## src/rtl/rmii_tx_pkg.sv

```systemverilog
// Shared definitions for the RMII transmit serializer.
// Assumes an 8-bit byte and a two-bit transmit data path.
package rmii_tx_pkg;
    localparam int BYTE_W  = 8;
    localparam int DIBIT_W = 2;
    localparam logic [BYTE_W-1:0] PREAMBLE_BYTE = 8'h55;
    localparam logic [BYTE_W-1:0] DELIM_BYTE    = 8'hD5;

    typedef enum logic [1:0] {
        ST_IDLE = 2'd0,
        ST_PRE  = 2'd1,
        ST_DATA = 2'd2
    } tx_state_e;
endpackage

```

## src/rtl/rmii_tx_dibit.sv

```systemverilog
// Di-bit shifter: holds the byte on the wire and shifts it right by one
// di-bit per clock while running. After four shifts with no reload it holds
// zero, so the output pair idles at 00 without any gating.
// Assumes load and run come from the sequencer on the same clock.
module rmii_tx_dibit
    import rmii_tx_pkg::*;
(
    input  logic                clk,
    input  logic                rst_n,
    input  logic                load,
    input  logic [BYTE_W-1:0]   load_val,
    input  logic                run,
    output logic [DIBIT_W-1:0]  dibit,
    output logic                byte_end
);
    localparam int SLOTS = BYTE_W / DIBIT_W;
    localparam int CW    = $clog2(SLOTS);

    logic [BYTE_W-1:0] sh_q;
    logic [CW-1:0]     slot_q;

    assign dibit    = sh_q[DIBIT_W-1:0];
    assign byte_end = (slot_q == CW'(SLOTS - 1));

    // Shift register: load a new byte or drain one di-bit per running clock.
    always_ff @(posedge clk) begin
        if (!rst_n) begin
            sh_q <= '0;
        end else if (load) begin
            sh_q <= load_val;
        end else if (run) begin
            sh_q <= {{DIBIT_W{1'b0}}, sh_q[BYTE_W-1:DIBIT_W]};
        end
    end

    // Slot counter: position of the current di-bit within its byte.
    always_ff @(posedge clk) begin
        if (!rst_n) begin
            slot_q <= '0;
        end else if (load) begin
            slot_q <= '0;
        end else if (run) begin
            slot_q <= byte_end ? '0 : slot_q + 1'b1;
        end
    end

    // the slot advances by exactly one on each running clock inside a byte.
    a_r4_slot_step: assert property (@(posedge clk) disable iff (!rst_n)
        (run && !load && !byte_end) |=> (slot_q == $past(slot_q) + 1'b1));

    // a byte that ends with no reload leaves the wire at 00.
    a_r7_drain_zero: assert property (@(posedge clk) disable iff (!rst_n)
        (run && byte_end && !load) |=> (dibit == '0));
endmodule

```

## src/rtl/rmii_tx_gap.sv

```systemverilog
// Inter-frame gap counter: counts the clocks with the transmitter inactive
// and saturates at MIN_IDLE. A new frame may start only at saturation.
// After reset the gap counts as already elapsed.
module rmii_tx_gap #(
    parameter int MIN_IDLE = 48
) (
    input  logic clk,
    input  logic rst_n,
    input  logic active,
    output logic gap_ok
);
    localparam int GW = $clog2(MIN_IDLE + 1);

    logic [GW-1:0] idle_q;

    assign gap_ok = (idle_q == GW'(MIN_IDLE));

    // Idle counter: cleared while transmitting, counts up to MIN_IDLE otherwise.
    always_ff @(posedge clk) begin
        if (!rst_n) begin
            idle_q <= GW'(MIN_IDLE);
        end else if (active) begin
            idle_q <= '0;
        end else if (!gap_ok) begin
            idle_q <= idle_q + 1'b1;
        end
    end

    // the transmitter only turns on after the full gap has elapsed.
    a_r9_gap_met: assert property (@(posedge clk) disable iff (!rst_n)
        $rose(active) |-> $past(gap_ok));
endmodule

```

## src/rtl/rmii_tx_ctrl.sv

```systemverilog
// Frame sequencer: runs idle -> preamble -> payload -> idle. It chooses which
// byte the shifter loads and offers in_ready on the final di-bit of the
// delimiter or of each payload byte that is not marked last.
// Assumes byte_end comes from the shifter's slot counter.
module rmii_tx_ctrl
    import rmii_tx_pkg::*;
#(
    parameter int PRE_BYTES = 7
) (
    input  logic              clk,
    input  logic              rst_n,
    input  logic              in_valid,
    input  logic [BYTE_W-1:0] in_data,
    input  logic              in_last,
    input  logic              byte_end,
    input  logic              gap_ok,
    output logic              in_ready,
    output logic              active,
    output logic              load,
    output logic [BYTE_W-1:0] load_val
);
    localparam int PW = $clog2(PRE_BYTES + 1);

    tx_state_e     st_q;
    logic [PW-1:0] pre_idx_q;
    logic          last_q;
    logic          start, at_delim, offer, take, pre_next;

    // Handshake and load decisions for this clock.
    always_comb begin
        start    = (st_q == ST_IDLE) && in_valid && gap_ok;
        at_delim = (st_q == ST_PRE) && (pre_idx_q == PW'(PRE_BYTES));
        offer    = byte_end && (at_delim || ((st_q == ST_DATA) && !last_q));
        take     = offer && in_valid;
        pre_next = (st_q == ST_PRE) && byte_end && !at_delim;
        load     = start || take || pre_next;
        if (take) begin
            load_val = in_data;
        end else if (pre_next && (pre_idx_q == PW'(PRE_BYTES - 1))) begin
            load_val = DELIM_BYTE;
        end else begin
            load_val = PREAMBLE_BYTE;
        end
    end

    assign in_ready = offer;
    assign active   = (st_q != ST_IDLE);

    // State register: advances on the last di-bit of every byte.
    always_ff @(posedge clk) begin
        if (!rst_n) begin
            st_q      <= ST_IDLE;
            pre_idx_q <= '0;
            last_q    <= 1'b0;
        end else begin
            case (st_q)
                ST_IDLE: begin
                    if (start) begin
                        st_q      <= ST_PRE;
                        pre_idx_q <= '0;
                        last_q    <= 1'b0;
                    end
                end
                ST_PRE: begin
                    if (byte_end) begin
                        if (at_delim) begin
                            st_q   <= take ? ST_DATA : ST_IDLE;
                            last_q <= in_last;
                        end else begin
                            pre_idx_q <= pre_idx_q + 1'b1;
                        end
                    end
                end
                ST_DATA: begin
                    if (byte_end) begin
                        if (take) begin
                            last_q <= in_last;
                        end else begin
                            st_q <= ST_IDLE;
                        end
                    end
                end
                default: st_q <= ST_IDLE;
            endcase
        end
    end

    // ready is only offered on a byte's final di-bit while transmitting.
    a_r5_ready_slot: assert property (@(posedge clk) disable iff (!rst_n)
        in_ready |-> (byte_end && active));

    // the final di-bit of the last-marked byte ends the frame.
    a_r6_end_on_last: assert property (@(posedge clk) disable iff (!rst_n)
        ((st_q == ST_DATA) && last_q && byte_end) |=> !active);

    // an offer with no data ends the frame on the next clock.
    a_r8_underrun_end: assert property (@(posedge clk) disable iff (!rst_n)
        (in_ready && !in_valid) |=> !active);
endmodule

```

## src/rtl/rmii_tx_serializer.sv

```systemverilog
// RMII transmit serializer top: a byte stream with valid/ready/last in,
// tx_en and the two-bit txd out, all on the 50 MHz reference clock.
// Assumes the source keeps in_valid high from frame request to last byte.
module rmii_tx_serializer #(
    parameter int PRE_BYTES = 7,
    parameter int MIN_IDLE  = 48
) (
    input  logic       clk,
    input  logic       rst_n,
    input  logic       in_valid,
    input  logic [7:0] in_data,
    input  logic       in_last,
    output logic       in_ready,
    output logic       tx_en,
    output logic [1:0] txd
);
    logic       active, gap_ok, byte_end, load;
    logic [7:0] load_val;

    rmii_tx_ctrl #(.PRE_BYTES(PRE_BYTES)) u_ctrl (
        .clk      (clk),
        .rst_n    (rst_n),
        .in_valid (in_valid),
        .in_data  (in_data),
        .in_last  (in_last),
        .byte_end (byte_end),
        .gap_ok   (gap_ok),
        .in_ready (in_ready),
        .active   (active),
        .load     (load),
        .load_val (load_val)
    );

    rmii_tx_dibit u_dibit (
        .clk      (clk),
        .rst_n    (rst_n),
        .load     (load),
        .load_val (load_val),
        .run      (active),
        .dibit    (txd),
        .byte_end (byte_end)
    );

    rmii_tx_gap #(.MIN_IDLE(MIN_IDLE)) u_gap (
        .clk    (clk),
        .rst_n  (rst_n),
        .active (active),
        .gap_ok (gap_ok)
    );

    assign tx_en = active;

    // the data pair is idle whenever the enable is low.
    a_r7_idle_zero: assert property (@(posedge clk) disable iff (!rst_n)
        !tx_en |-> (txd == 2'b00));

    // the enable rises together with the first preamble di-bit.
    a_r2_first_dibit: assert property (@(posedge clk) disable iff (!rst_n)
        $rose(tx_en) |-> (txd == 2'b01));

    // the clock after a reset edge leaves everything idle.
    a_r1_reset_idle: assert property (@(posedge clk)
        !rst_n |=> (!tx_en && !in_ready && (txd == 2'b00)));
endmodule

```

## config.mk

```make
export PLATFORM = sky130hd
export DESIGN_NAME = rmii_tx_serializer
export DESIGN_NICKNAME = d
export VERILOG_FILES = /design/src/rtl/rmii_tx_pkg.sv /design/src/rtl/rmii_tx_dibit.sv /design/src/rtl/rmii_tx_gap.sv /design/src/rtl/rmii_tx_ctrl.sv /design/src/rtl/rmii_tx_serializer.sv
export SDC_FILE = /design/constraint.sdc
export NUM_CORES = 1
export LEC_CHECK = 0
export BUFFER_PORTS_ARGS = -buffer_cell sky130_fd_sc_hd__buf_4
export CAP_MARGIN = 20
export CELL_PAD_IN_SITES_DETAIL_PLACEMENT = 1
export CELL_PAD_IN_SITES_GLOBAL_PLACEMENT = 1
export CORE_MARGIN = 8
export CORE_UTILIZATION = 39
export DETAILED_ROUTE_END_ITERATION = 6
export PLACE_DENSITY = 0.77
export SLEW_MARGIN = 15
export SYNTH_ARGS = -nofsm -noshare
export SYNTH_HDL_FRONTEND = slang
export SYNTH_SLANG_ARGS = --single-unit
```

## constraint.sdc

```tcl
create_clock -name clk -period 1.65 [get_ports clk]
set_input_delay 0.165 -clock clk [delete_from_list [all_inputs] [get_ports clk]]
set_output_delay 0.165 -clock clk [all_outputs]
set_load 0.02 [all_outputs]
```

== Word level (Yosys, flattened, before mapping) ==
Cells that the tools add are included.

* Bits in latches: 0
* ROM bits: 0
* Output and inout bits: 4
* Memories kept: 0
* Bits in registers: 22
* Memory bits (writable): 0

* Eq/ne operators: 14
* Div/mod/pow operators: 0
* Shift-type cells: 0
* Bitwise gates (word level): 1
* $add $sub $neg: 3
* Multiplexer cells: 24
* Magnitude comparators: 0
* Multipliers: 0
* Reductions and logical operators: 24

{| class="wikitable"
|+ Operator list
! kind !! count
|-
| $mux W8 || 4
|-
| $mux W2 || 7
|-
| $mux W6 || 2
|-
| $ne A2 B1 Y1 const B || 5
|-
| $logic_and A1 B1 Y1 || 9
|-
| $mux W3 || 3
|-
| $add A6 B1 Y6 const B || 1
|-
| $eq A3 B3 Y1 const B || 2
|-
| $eq A6 B6 Y1 const B || 1
|-
| $ne A2 B2 Y1 const B || 3
|-
| $pmux W2 S3 || 1
|-
| $pmux W3 S2 || 1
|-
| $reduce_and A6 Y1 || 1
|-
| $reduce_bool A2 Y1 || 3
|-
| $mux W1 || 5
|-
| $reduce_and A5 Y1 || 1
|-
| $eq A2 B2 Y1 const B || 2
|-
| $reduce_and A4 Y1 || 1
|-
| $reduce_or A2 Y1 || 2
|-
| $add A3 B1 Y3 const B || 1
|-
| $logic_or A1 B1 Y1 || 3
|-
| $pmux W1 S3 || 1
|-
| $reduce_bool A3 Y1 || 1
|-
| $add A2 B1 Y2 const B || 1
|-
| other kinds (4) || 5
|}

== Logic depth before layout (Yosys ltp) ==
Gate-level depths: netlist of run 1.

* Depth in word-level cells: 9
* Mapped depth: 8
* Gate-level depth less buffers: 6

== Modules after synthesis ==
From an unflattened synthesis of run 1, not the netlist that was laid out.

* Cell total of the unflattened synthesis: 147
* Area, all modules: 1,346.3 um^2

{| class="wikitable"
|+ By module, submodules not included
! module !! instances !! area an instance (um^2) !! cells each
|-
| rmii_tx_ctrl || 1 || 549.3 || 66
|-
| rmii_tx_dibit || 1 || 493.0 || 46
|-
| rmii_tx_gap || 1 || 304.0 || 35
|}

== Worst setup path before layout of run 1 ==
No wires, ideal clock.

* Path kind: register to register
* Start point: register u_ctrl.st_q[1]
* End point: register u_dibit.sh_q[2]
* Buffers on the path: 2
* Slack: 39 ps
* Period minus slack after synthesis: 1,611 ps
* Arrival: 1,540 ps
* Cell stages (with the launch flop): 9
* Library setup time: 70 ps
* Path through: dfxtp_1 > inv_1 > ha_1 > buf_2 > nand2_1 > a31oi_1 > buf_2 > a311oi_1 > o2bb2ai_1

* Longest elaborated chain between the ends: 8
* Elaborated cells between the ends (all ways): 19
* Those cells by class: eq/ne (2); mux (2); reduce/logical (15)

{| class="wikitable"
|+ Ends and longest elaborated chain
! element !! line !! text
|-
| from (decl) || rmii_tx_ctrl.sv:24 || <nowiki>tx_state_e st_q;</nowiki>
|-
| from (signal assigned) || rmii_tx_ctrl.sv:67 || <nowiki>st_q <= take ? ST_DATA : ST_IDLE;</nowiki>
|-
| $eq A2 B1 Y1 / $eq A2 B2 Y1 (equally long branches) || rmii_tx_ctrl.sv:32, rmii_tx_ctrl.sv:35, rmii_tx_ctrl.sv:33 ||
|-
| $logic_and A1 B1 Y1 (on tied branches) || rmii_tx_ctrl.sv:32, rmii_tx_ctrl.sv:33 ||
|-
| $logic_or A1 B1 Y1 || rmii_tx_ctrl.sv:33 || <nowiki>offer = byte_end && (at_delim || ((st_q == ST_DATA) && !last_q));</nowiki>
|-
| $logic_and A1 B1 Y1 || rmii_tx_ctrl.sv:33 ||
|-
| $logic_and A1 B1 Y1 || rmii_tx_ctrl.sv:34 || <nowiki>take = offer && in_valid;</nowiki>
|-
| $logic_or A1 B1 Y1 (2 in series) || rmii_tx_ctrl.sv:36 || <nowiki>load = start || take || pre_next;</nowiki>
|-
| $mux W8 / $reduce_bool A2 Y1 (equally long branches) || -- ||
|-
| to (signal assigned) || rmii_tx_dibit.sv:30 || <nowiki>sh_q <= load_val;</nowiki>
|-
| to (signal assigned) || rmii_tx_dibit.sv:32 || <nowiki>sh_q <= {{DIBIT_W{1'b0}}, sh_q[BYTE_W-1:DIBIT_W]};</nowiki>
|-
| to (decl) || rmii_tx_dibit.sv:19 || <nowiki>logic [BYTE_W-1:0] sh_q;</nowiki>
|}

Several ways; a longest one is shown, not always the timed one.
A chain may end at the register's enable or synchronous reset.

== Worst setup path after layout of run 1 ==
* Start point: register u_ctrl.st_q[1]
* End point: register u_dibit.sh_q[5]

Same word-level chain as after synthesis.

==> results of run 1 <==
-- power by group through the flow --
stage / registers, W / clock network [W] / logic (W)
floorplan: 0.000730 / 0 / 0.000769
global placement: 0.000739 / 0 / 0.000999
detailed placement: 0.000749 / 0 / 0.00103
CTS: 0.000737 / 0.000268 / 0.00109
global route: 0.000767 / 0.000283 / 0.00132
finish: 0.000752 / 0.000251 / 0.00119
-- layer usage --
metal | wire length, um | vias to the layer above | global-route usage [%]
met3 | 63 | 5 | 2.16
met4 | 38 | 0 | 4.66
met2 | 1580 | 13 | 22.5
li1 | - | 588 | -
met5 | 0 | - | 0
met1 | 1480 | 551 | 14.8
-- final timing paths --
path | from | to | slack (ns)
setup / recovery | u_ctrl.st_q[1] | u_dibit.sh_q[5] | 0.06
setup reg to reg | u_ctrl.st_q[1] | u_dibit.sh_q[5] | 0.06
hold reg to reg | u_dibit.sh_q[0] | u_dibit.sh_q[0] | 0.49
hold / removal | in_data[7] | u_dibit.sh_q[7] | 0.13
-- synthesized netlist by cell type (3+ instances only) --
| library cell | number | area [um2] |
|---|---|---|
| nor2_1 | 7 | 26.3 |
| nand2b_1 | 3 | 18.8 |
| dfxtp_1 | 22 | 440 |
| clkbuf_1 | 3 | 11.3 |
| a21oi_1 | 5 | 25.0 |
| inv_1 | 12 | 45.0 |
| a21boi_0 | 4 | 30.0 |
| xnor2_1 | 3 | 26.3 |
| ha_1 | 11 | 138 |
| o32ai_1 | 3 | 26.3 |
| nand2_1 | 14 | 52.6 |
| mux2i_1 | 4 | 40.0 |
| o211a_1 | 3 | 30.0 |
| nand3_1 | 7 | 35.0 |
| o21ai_0 | 9 | 45.0 |
-- critical path: stages, from the launching register on --
cell and delay, ns:
dfxtp_2 0.38, inv_2 0.06, buf_4 0.13, ha_2 0.19, buf_4 0.14, and4_4 0.17, o32ai_1 0.28, o211a_1 0.19
-- area by class of cell --
type | count | area, um2
Timing Repair Buffer | 31 | 233
Inverter | 12 | 47.5
Tap cell | 46 | 57.6
Multi-Input combinational cell | 105 | 898
Sequential cell | 22 | 448
Clock buffer | 3 | 22.5
Fill cell | 385 | 1580
-- what timing repair did --
item | in CTS | in global routing
endpoints found under the setup margin | 11 | 15
pin swaps | 2 | 3
resized for setup | 13 | 22
buffers inserted | 4 | 1
-- through the flow --
| step | power (W) | instance area (um2) | hold slack (ns) |
|---|---|---|---|
| floorplan | 0.00150 | 1310 | 0.306 |
| global placement | 0.00174 | 1510 | 0.445 |
| detailed placement | 0.00178 | 1510 | 0.465 |
| CTS | 0.00209 | 1620 | 0.119 |
| global route | 0.00237 | 1710 | 0.127 |
| finish | 0.00219 | 1710 | 0.127 |
-- logic make-up after synthesis --
group / after synthesis
AND/OR/NAND/NOR: 45
AO/OA/AOI/OAI: 39
flip-flops: 22
buffers and inverters: 21
adder cells (fa/ha/maj): 11
XOR/XNOR: 5
multiplexers: 5
-- state kept, by name (all words and copies together) (netlist names) --
register and count:
u_dibit.sh_q 8, u_gap.idle_q 6, u_ctrl.pre_idx_q 3, u_ctrl.st_q 2, u_dibit.slot_q 2, u_ctrl.last_q 1
==> results.json, run 1 <==
{
  "wl_per_cell_um": 14.5,
  "nets": 198,
  "synth_xor_xnor_area_share_pct": 3.34,
  "clkTransAtPathRegs_ns": 0.12,
  "fp.dieArea_um2": 5480,
  "drt_pre_antenna_iters": 4,
  "clock-sinks": 22,
  "drv_slew": 0,
  "finalClockSkew_ns": 0.00188,
  "syn_nets": 171,
  "final_common_cell": "buf_4",
  "rsz0062_at_grt": "true",
  "grt_pass1_vias": 1241,
  "synth_edf_count": 0,
  "dp_slack_ns": -0.141,
  "netlist_instances": 148,
  "start_util_pct": 40.0,
  "min_path_type": "primary input to flop",
  "crit_type": "flop to flop",
  "ys_ff_latch": 22,
  "cp.required_ns": 1.91,
  "routed_wl_um": 3170,
  "fmax_mhz": 628,
  "clkPwrFrac_pct": 11.4,
  "relSlewSlack_pct": 75.6,
  "synth_top_family_by_area": "compound AO/OA/AOI/OAI gates",
  "dp_hpwl_um": 2410,
  "rows": 21,
  "hold_depth": 3,
  "tritoncts": "yes",
  "fin_setup_tns_ns": 0,
  "io_pins": 16,
  "netlist-cell-type-count": 43,
  "final_cell_mix": "31 x buf_4, 18 x dfxtp_1, 13 x nand2_1",
  "synthToLayoutAreaGrowth_pct": 30.0,
  "antenna_left": 0,
  "synth_simple_gate_area_share_pct": 18.4,
  "synth_adder_area_share_pct": 10.5,
  "clock_latency_ns": 0.31,
  "antenna_found_initial": 0,
  "holdBufCountCts": 0,
  "drive_gt1_share_pct": 37.0,
  "seq_area_frac_synth_pct": 33.6,
  "critPathArrivalTime_ns": 1.86,
  "final_util_pct": 52.0,
  "synth-compound-area-share_pct": 22.9,
  "p_sw_w": 0.000872,
  "powerDensity_nw_per_um2": 1280,
  "synth_area_per_cell_um2": 8.87,
  "clock_path_buffers": 2,
  "p_seq_share_pct": 34.3,
  "cts-root-buf": "clkbuf_4",
  "switching_share_pct": 39.8,
  "htree_levels": 1,
  "die_w_um": 74.0,
  "synth_mux_area_share_pct": 3.91,
  "internal-power_w": 0.00132,
  "final_cells": 219,
  "gp_congestion": 0.836,
  "tightest_slew_ns": 0.367,
  "crit_path_max_fanout": 8,
  "leakagePower_nw": 0.683,
  "reg2reg_depth": 7,
  "cap_violations": 0,
  "grt.overflow.total": 0,
  "antenna_cells": 0,
  "synth_area_um2": 1310,
  "hold_viol": 0,
  "setup_ws_ns": 0.0573,
  "p_comb_share_pct": 54.2,
  "worst_setup_path_start_kind": "flop",
  "viasPerCell": 5.28,
  "grt.total_usage_pct": 12.7,
  "period_share_pct": 96.5,
  "endpoint_kind": "flop",
  "grt_max_degree": 25,
  "peakVddDrop_v": 0.000805,
  "drt_first_iter_violations": 43,
  "setup_viol": 0,
  "io_buffers": 15,
  "status": "complete, no violations",
  "ys.flop_type": "dfxtp_1",
  "die_h_um": 74.0,
  "synthArstFlopShare_pct": 0,
  "core_um2": 3280,
  "vias": 1157,
  "dp_cells": 211,
  "yosysWarnings": 0,
  "cts_buffers": 3,
  "drcViolationCount": 0,
  "grt_pass1_wl_um": 5500,
  "fin_crit_ns": 1.59
}
Note: power is estimated with default switching activity, not from simulation.
==> run 2: changes to the inputs <==
--- a/config.mk
+++ b/config.mk
@@ -9,6 +9,7 @@
 export CAP_MARGIN = 20
 export CELL_PAD_IN_SITES_DETAIL_PLACEMENT = 1
 export CELL_PAD_IN_SITES_GLOBAL_PLACEMENT = 1
+export CORE_ASPECT_RATIO = 0.5
 export CORE_MARGIN = 8
 export CORE_UTILIZATION = 39
 export DETAILED_ROUTE_END_ITERATION = 6
==> run 2 against run 1 <==
  * Register-to-register slack worse by 0.03 ns
  * Non-clock buffer count down 4
  * Largest power group unchanged
  * Power up 5.5%
  * Utilization up 0.13 points
  * Largest cell class unchanged
  * Combinational power about the same
  * Die area up 2.1%
==> results.json, run 2 (synthesis gave the netlist of run 1 again) <==
{
  "powerDensity_nw_per_um2": 1340,
  "drcViolationCount": 0,
  "period_share_pct": 98.3,
  "dp_cells": 207,
  "crit_path_max_fanout": 6,
  "slowest_delay_ns": 0.37,
  "grt_max_degree": 25,
  "fmax_mhz": 617,
  "fp.dieArea_um2": 5590,
  "drive_gt1_share_pct": 34.7,
  "critPathArrivalTime_ns": 1.82,
  "slowest_stage": "dfxtp_4",
  "routed_wl_um": 3750,
  "grt.total_usage_pct": 13.7,
  "cp_cell_sequence": "ha_4 -> ha_4 -> nand2b_1 -> a31oi_2 -> buf_4 -> a311oi_2 -> o2bb2ai_1",
  "io_buffers": 15,
  "core_um2": 3320,
  "grt_pass1_vias": 1187,
  "htree_levels": 1,
  "cpMostUsedCell": "ha_4",
  "hold_path.startpoint": "in_data[7]",
  "grt.overflow.total": 0,
  "gp_congestion": 0.821,
  "drv_slew": 0,
  "cts_buffers": 3,
  "total_power_w": 0.00231,
  "finalClockSkew_ns": 0.00272,
  "tightest_slew_ns": 0.424,
  "multi_input_area_um2": 907,
  "worst_setup_path_start_kind": "flop",
  "final_cells": 212,
  "drt_pre_antenna_iters": 4,
  "cap_violations": 0,
  "final_common_cell": "buf_4",
  "critPathLaunch": "u_ctrl.pre_idx_q[1]",
  "viasPerCell": 5.46,
  "dp_hpwl_um": 2650,
  "antenna_cells": 0,
  "antenna_found_initial": 0,
  "clock-sinks": 22,
  "synthToLayoutAreaGrowth_pct": 31.8,
  "rsz0062_at_grt": "true",
  "largest_reg_flops": 8,
  "setup_viol": 0,
  "hold_slack_ns": 0.177,
  "hold_viol": 0,
  "clock_path_buffers": 2,
  "wl_per_cell_um": 17.7,
  "min_path_type": "primary input to flop",
  "cts-root-buf": "clkbuf_8",
  "die_h_um": 57.0,
  "reg.largest.list": "u_dibit.sh_q x8, u_gap.idle_q x6, u_ctrl.pre_idx_q x3",
  "path_buf_inv": 1,
  "vias": 1158,
  "fin_crit_ns": 1.62,
  "regMostFlops": "u_dibit.sh_q",
  "relSlewSlack_pct": 71.7,
  "crit_type": "flop to flop",
  "antenna_left": 0,
  "final_cell_mix": "23 x buf_4, 18 x dfxtp_1, 13 x nand2_1",
  "n_fill_cell": 387,
  "cp.required_ns": 1.85,
  "leakagePower_nw": 0.696,
  "status": "complete, no violations",
  "nets": 194,
  "io_pins": 16,
  "start_util_pct": 39.5,
  "clock_latency_ns": 0.26,
  "grt_pass1_wl_um": 6240,
  "rows": 15,
  "crit_family": "compound AO/OA/AOI/OAI gates",
  "regArea_um2": 453,
  "tritoncts": "yes",
  "drt_first_iter_violations": 48,
  "endpoint_kind": "flop",
  "r2r_start": "u_ctrl.pre_idx_q[1]",
  "clkTransAtPathRegs_ns": 0.08,
  "die_w_um": 98.0,
  "peakVddDrop_v": 0.000584
}
run 2: cell count changes in the layout (fill, tap and decap cells not counted), moves of 2 or more:
cell and change:
buf_4 -8, buf_6 +4, clkbuf_4 -3, clkbuf_8 +4, dfxtp_2 -2, dfxtp_4 +2
run 2: layout make-up:
class	instances	share of cell area (%)
clock buffer	4	3.18
inverter	12	2.60
multi-input combinational	105	52.4
tap	42	3.04
sequential	22	26.2
timing repair buffer	27	12.6
run 2: stage by stage:
stage	instance area (um2)	utilization (%)	setup WS, ns	setup TNS, ns
floorplan	1310	-	0.0394	0
global placement	1510	45.4	-0.0351	-0.0351
detailed placement	1510	45.4	-0.119	-0.425
CTS	1620	48.7	0.00349	0
global route	1730	52.1	-0.0369	-0.115
finish	1730	52.1	0.0283	0
run 2: worst paths after layout:
path                           to  slack, ns  cells past startpoint
hold / removal    u_dibit.sh_q[7]       0.18                      3
hold reg to reg   u_dibit.sh_q[0]       0.49                      1
setup / recovery  u_dibit.sh_q[2]       0.03                      7
setup reg to reg  u_dibit.sh_q[2]       0.03                      7
run 2: worst reg2reg max path, cell delays in order, from the launching register on:
cell and delay (ns):
dfxtp_4 0.37, ha_4 0.14, ha_4 0.16, nand2b_1 0.13
a31oi_2 0.12, buf_4 0.18, a311oi_2 0.30, o2bb2ai_1 0.15
run 2: power breakdown:
group / internal [W] / leakage (nW) / switching [W]
sequential: 0.000659 / 0.182 / 0.0000919
combinational: 0.000525 / 0.484 / 0.000642
clock: 0.000213 / 0.0288 / 0.000181
run 2: timing repair:
| action | 4_1_cts | 5_1_grt |
|---|---|---|
| gates resized for setup | 13 | 29 |
| setup buffers | 0 | 0 |
| endpoints found under the hold margin | 0 | 0 |
| pin swaps | 1 | 4 |
| hold buffers | 0 | 0 |
| cloned | 0 | 1 |
| endpoints found under the setup margin | 12 | 16 |
run 2: per-layer routing:
| layer | routed length [um] | up-vias | track usage, % |
|---|---|---|---|
| met5 | 0 | - | 0 |
| li1 | - | 577 | - |
| met4 | 27 | 0 | 3.29 |
| met1 | 1920 | 553 | 18.8 |
| met2 | 1620 | 26 | 20.6 |
| met3 | 185 | 2 | 3.64 |
==> run 3: changes to the inputs <==
--- a/config.mk
+++ b/config.mk
@@ -10,7 +10,6 @@
 export CELL_PAD_IN_SITES_DETAIL_PLACEMENT = 1
 export CELL_PAD_IN_SITES_GLOBAL_PLACEMENT = 1
 export CORE_ASPECT_RATIO = 0.5
-export CORE_MARGIN = 8
 export CORE_UTILIZATION = 39
 export DETAILED_ROUTE_END_ITERATION = 6
 export PLACE_DENSITY = 0.77
==> run 3 against run 2 <==
  * The run now ends with setup timing left
  * Final cell count grew 1.9%
  * Sequential power grew 2%
  * Register-to-register slack lost 0.07 ns
  * Power grew 15%
  * Worst setup slack lost 0.071 ns
  * Flip-flop and latch count is the same
  * Combinational power grew 16%
  * Fmax shrank 4.2%
  * Clock power grew 37%
  * Hold slack lost 0.025 ns
  * Critical path depth shrank 2
  * Count of clock-buffer cells in the layout shrank 1
  * Highest routed layer unchanged
==> results.json, run 3 (synthesis gave the netlist of run 1 again) <==
{
  "setup_ws_ns": -0.0428,
  "antenna_left": 0,
  "antenna_found_initial": 0,
  "status": "finished, violations left",
  "fmax_mhz": 591,
  "grt.overflow.total": 0,
  "crit_end": "u_ctrl.last_q",
  "grt.total_usage_pct": 20.8,
  "p_sw_w": 0.00103,
  "switching_share_pct": 38.7,
  "reg2reg_depth": 5,
  "clkPwrFrac_pct": 20.2,
  "powerDensity_nw_per_um2": 1460,
  "internal-power_w": 0.00164,
  "finalClockSkew_ns": 0.0111,
  "dp_hpwl_um": 2330,
  "tightest_slew_ns": 0.318,
  "die_h_um": 43.0,
  "clkTransAtPathRegs_ns": 0.10,
  "rsz0062_at_grt": "true",
  "cts_buffers": 3,
  "drv_slew": 0,
  "peakVddDrop_v": 0.000739,
  "io_pins": 16,
  "grt_use_met1_pct": 26.6,
  "cts-root-buf": "clkbuf_8",
  "htree_levels": 1,
  "slowest_delay_ns": 0.44,
  "crit_type": "flop to flop",
  "drive_gt1_share_pct": 40.9,
  "final_cell_mix": "29 x buf_4, 18 x dfxtp_1, 12 x nand2_1",
  "worst_setup_path_start_kind": "flop",
  "total_power_w": 0.00267,
  "grt_pass1_wl_um": 5710,
  "routed_wl_um": 4260,
  "fp.dieArea_um2": 3620,
  "r2r_slack_ns": -0.04,
  "drt_first_iter_violations": 85,
  "start_util_pct": 42.3,
  "synthToLayoutAreaGrowth_pct": 39.4,
  "violations": "setup timing",
  "leakagePower_nw": 0.726,
  "gp_congestion": 0.786,
  "p_comb_share_pct": 51.1,
  "regMostFlops": "u_dibit.sh_q",
  "r2r-end": "u_ctrl.last_q",
  "hold_viol": 0,
  "critPathArrivalTime_ns": 1.89,
  "min_path_type": "primary input to flop",
  "nets": 200,
  "top_usage_layer": "met2",
  "fin_crit_ns": 1.69,
  "grt_use_met2_pct": 35.9,
  "drt_pre_antenna_iters": 6,
  "cp_cell_sequence": "ha_4 -> nand2_1 -> o21a_1 -> a2111oi_4 -> mux2i_1",
  "r2r_start": "u_dibit.slot_q[0]",
  "rows": 14,
  "clock_path_buffers": 2,
  "final_cells": 216,
  "core_um2": 3100,
  "vias": 1217,
  "clock_latency_ns": 0.28,
  "reg.largest.list": "u_dibit.sh_q x8, u_gap.idle_q x6, u_ctrl.pre_idx_q x3",
  "relSlewSlack_pct": 78.8,
  "die_w_um": 84.0,
  "dp_cells": 207,
  "wl_per_cell_um": 19.7,
  "final_common_cell": "buf_4",
  "drcViolationCount": 0,
  "cap_violations": 0,
  "clock-sinks": 22,
  "viasPerCell": 5.63,
  "cp.required_ns": 1.84,
  "fin_setup_tns_ns": -0.0821,
  "hold_slack_ns": 0.152,
  "io_buffers": 15,
  "tritoncts": "yes",
  "use_met3_pct": 4.86,
  "crit_path_max_fanout": 6,
  "antenna_cells": 0,
  "critPathLaunch": "u_dibit.slot_q[0]",
  "period_share_pct": 103,
  "slowest_stage": "dfxtp_1",
  "endpoint_kind": "flop",
  "largest_reg_flops": 8,
  "setup_viol": 5,
  "grt_pass1_vias": 1172,
  "grt_max_degree": 25,
  "p_seq_share_pct": 28.7
}
==> run 3: worst min path at each step <==
stage | slack [ns] | cells past startpoint | from | endpoint
after detailed placement | 0.44 | 3 | in_data[7] | u_dibit.sh_q[7]
after global placement | 0.44 | 3 | in_data[7] | u_dibit.sh_q[7]
after CTS | 0.15 | 3 | in_data[7] | u_dibit.sh_q[7]
final | 0.15 | 3 | in_data[7] | u_dibit.sh_q[7]
after floorplan | 0.31 | 2 | in_data[7] | u_dibit.sh_q[7]
after global routing | 0.16 | 3 | in_data[7] | u_dibit.sh_q[7]
==> run 3: power by group through the flow <==
stage,clock [W],combinational [W],sequential (W)
final,0.000538,0.00136,0.000767
after global routing,0.000567,0.00146,0.000781
after CTS,0.000536,0.00109,0.000747
after detailed placement,0,0.00102,0.000749
after global placement,0,0.00100,0.000747
after floorplan,0,0.000769,0.000730
==> run 3: area by class of cell <==
type,instances,area [um2]
Clock buffer,3,41.3
Timing Repair Buffer,33,263
Inverter,12,47.5
Sequential cell,22,448
Tap cell,40,50.0
Fill cell,339,1270
Multi-Input combinational cell,105,950
Clock inverter,1,30.0
==> run 3: repair_timing <==
item	CTS	global route
setup endpoints to repair	12	18
hold buffers	0	0
cloned	0	1
buffers inserted	0	4
hold endpoints to repair	0	0
gates resized for setup	15	34
pin swaps	2	7
==> run 3: worst max-delay path, delay by kind of cell (launching register included) <==
| kind | cells | cell delay [ns] |
|---|---|---|
| AO/OA/AOI/OAI | 2 | 0.56 |
| multiplexers | 1 | 0.27 |
| adder cells (fa/ha/maj) | 1 | 0.21 |
| flip-flops | 1 | 0.44 |
| AND/OR/NAND/NOR | 1 | 0.13 |
==> run 3: per-stage QoR <==
stage | worst slack [ns] | util (%) | area [um2]
after global placement | -0.0681 | 49.0 | 1520
after global routing | -0.0878 | 59.0 | 1830
after detailed placement | -0.160 | 49.0 | 1520
after floorplan | 0.0394 | - | 1310
final | -0.0428 | 59.0 | 1830
after CTS | -0.0181 | 53.0 | 1640
==> run 3: metal layers <==
layer,vias up,share of wire (%)
met3,6,2.6
met5,-,0
met1,604,48
li1,587,-
met2,20,49
met4,0,0.59
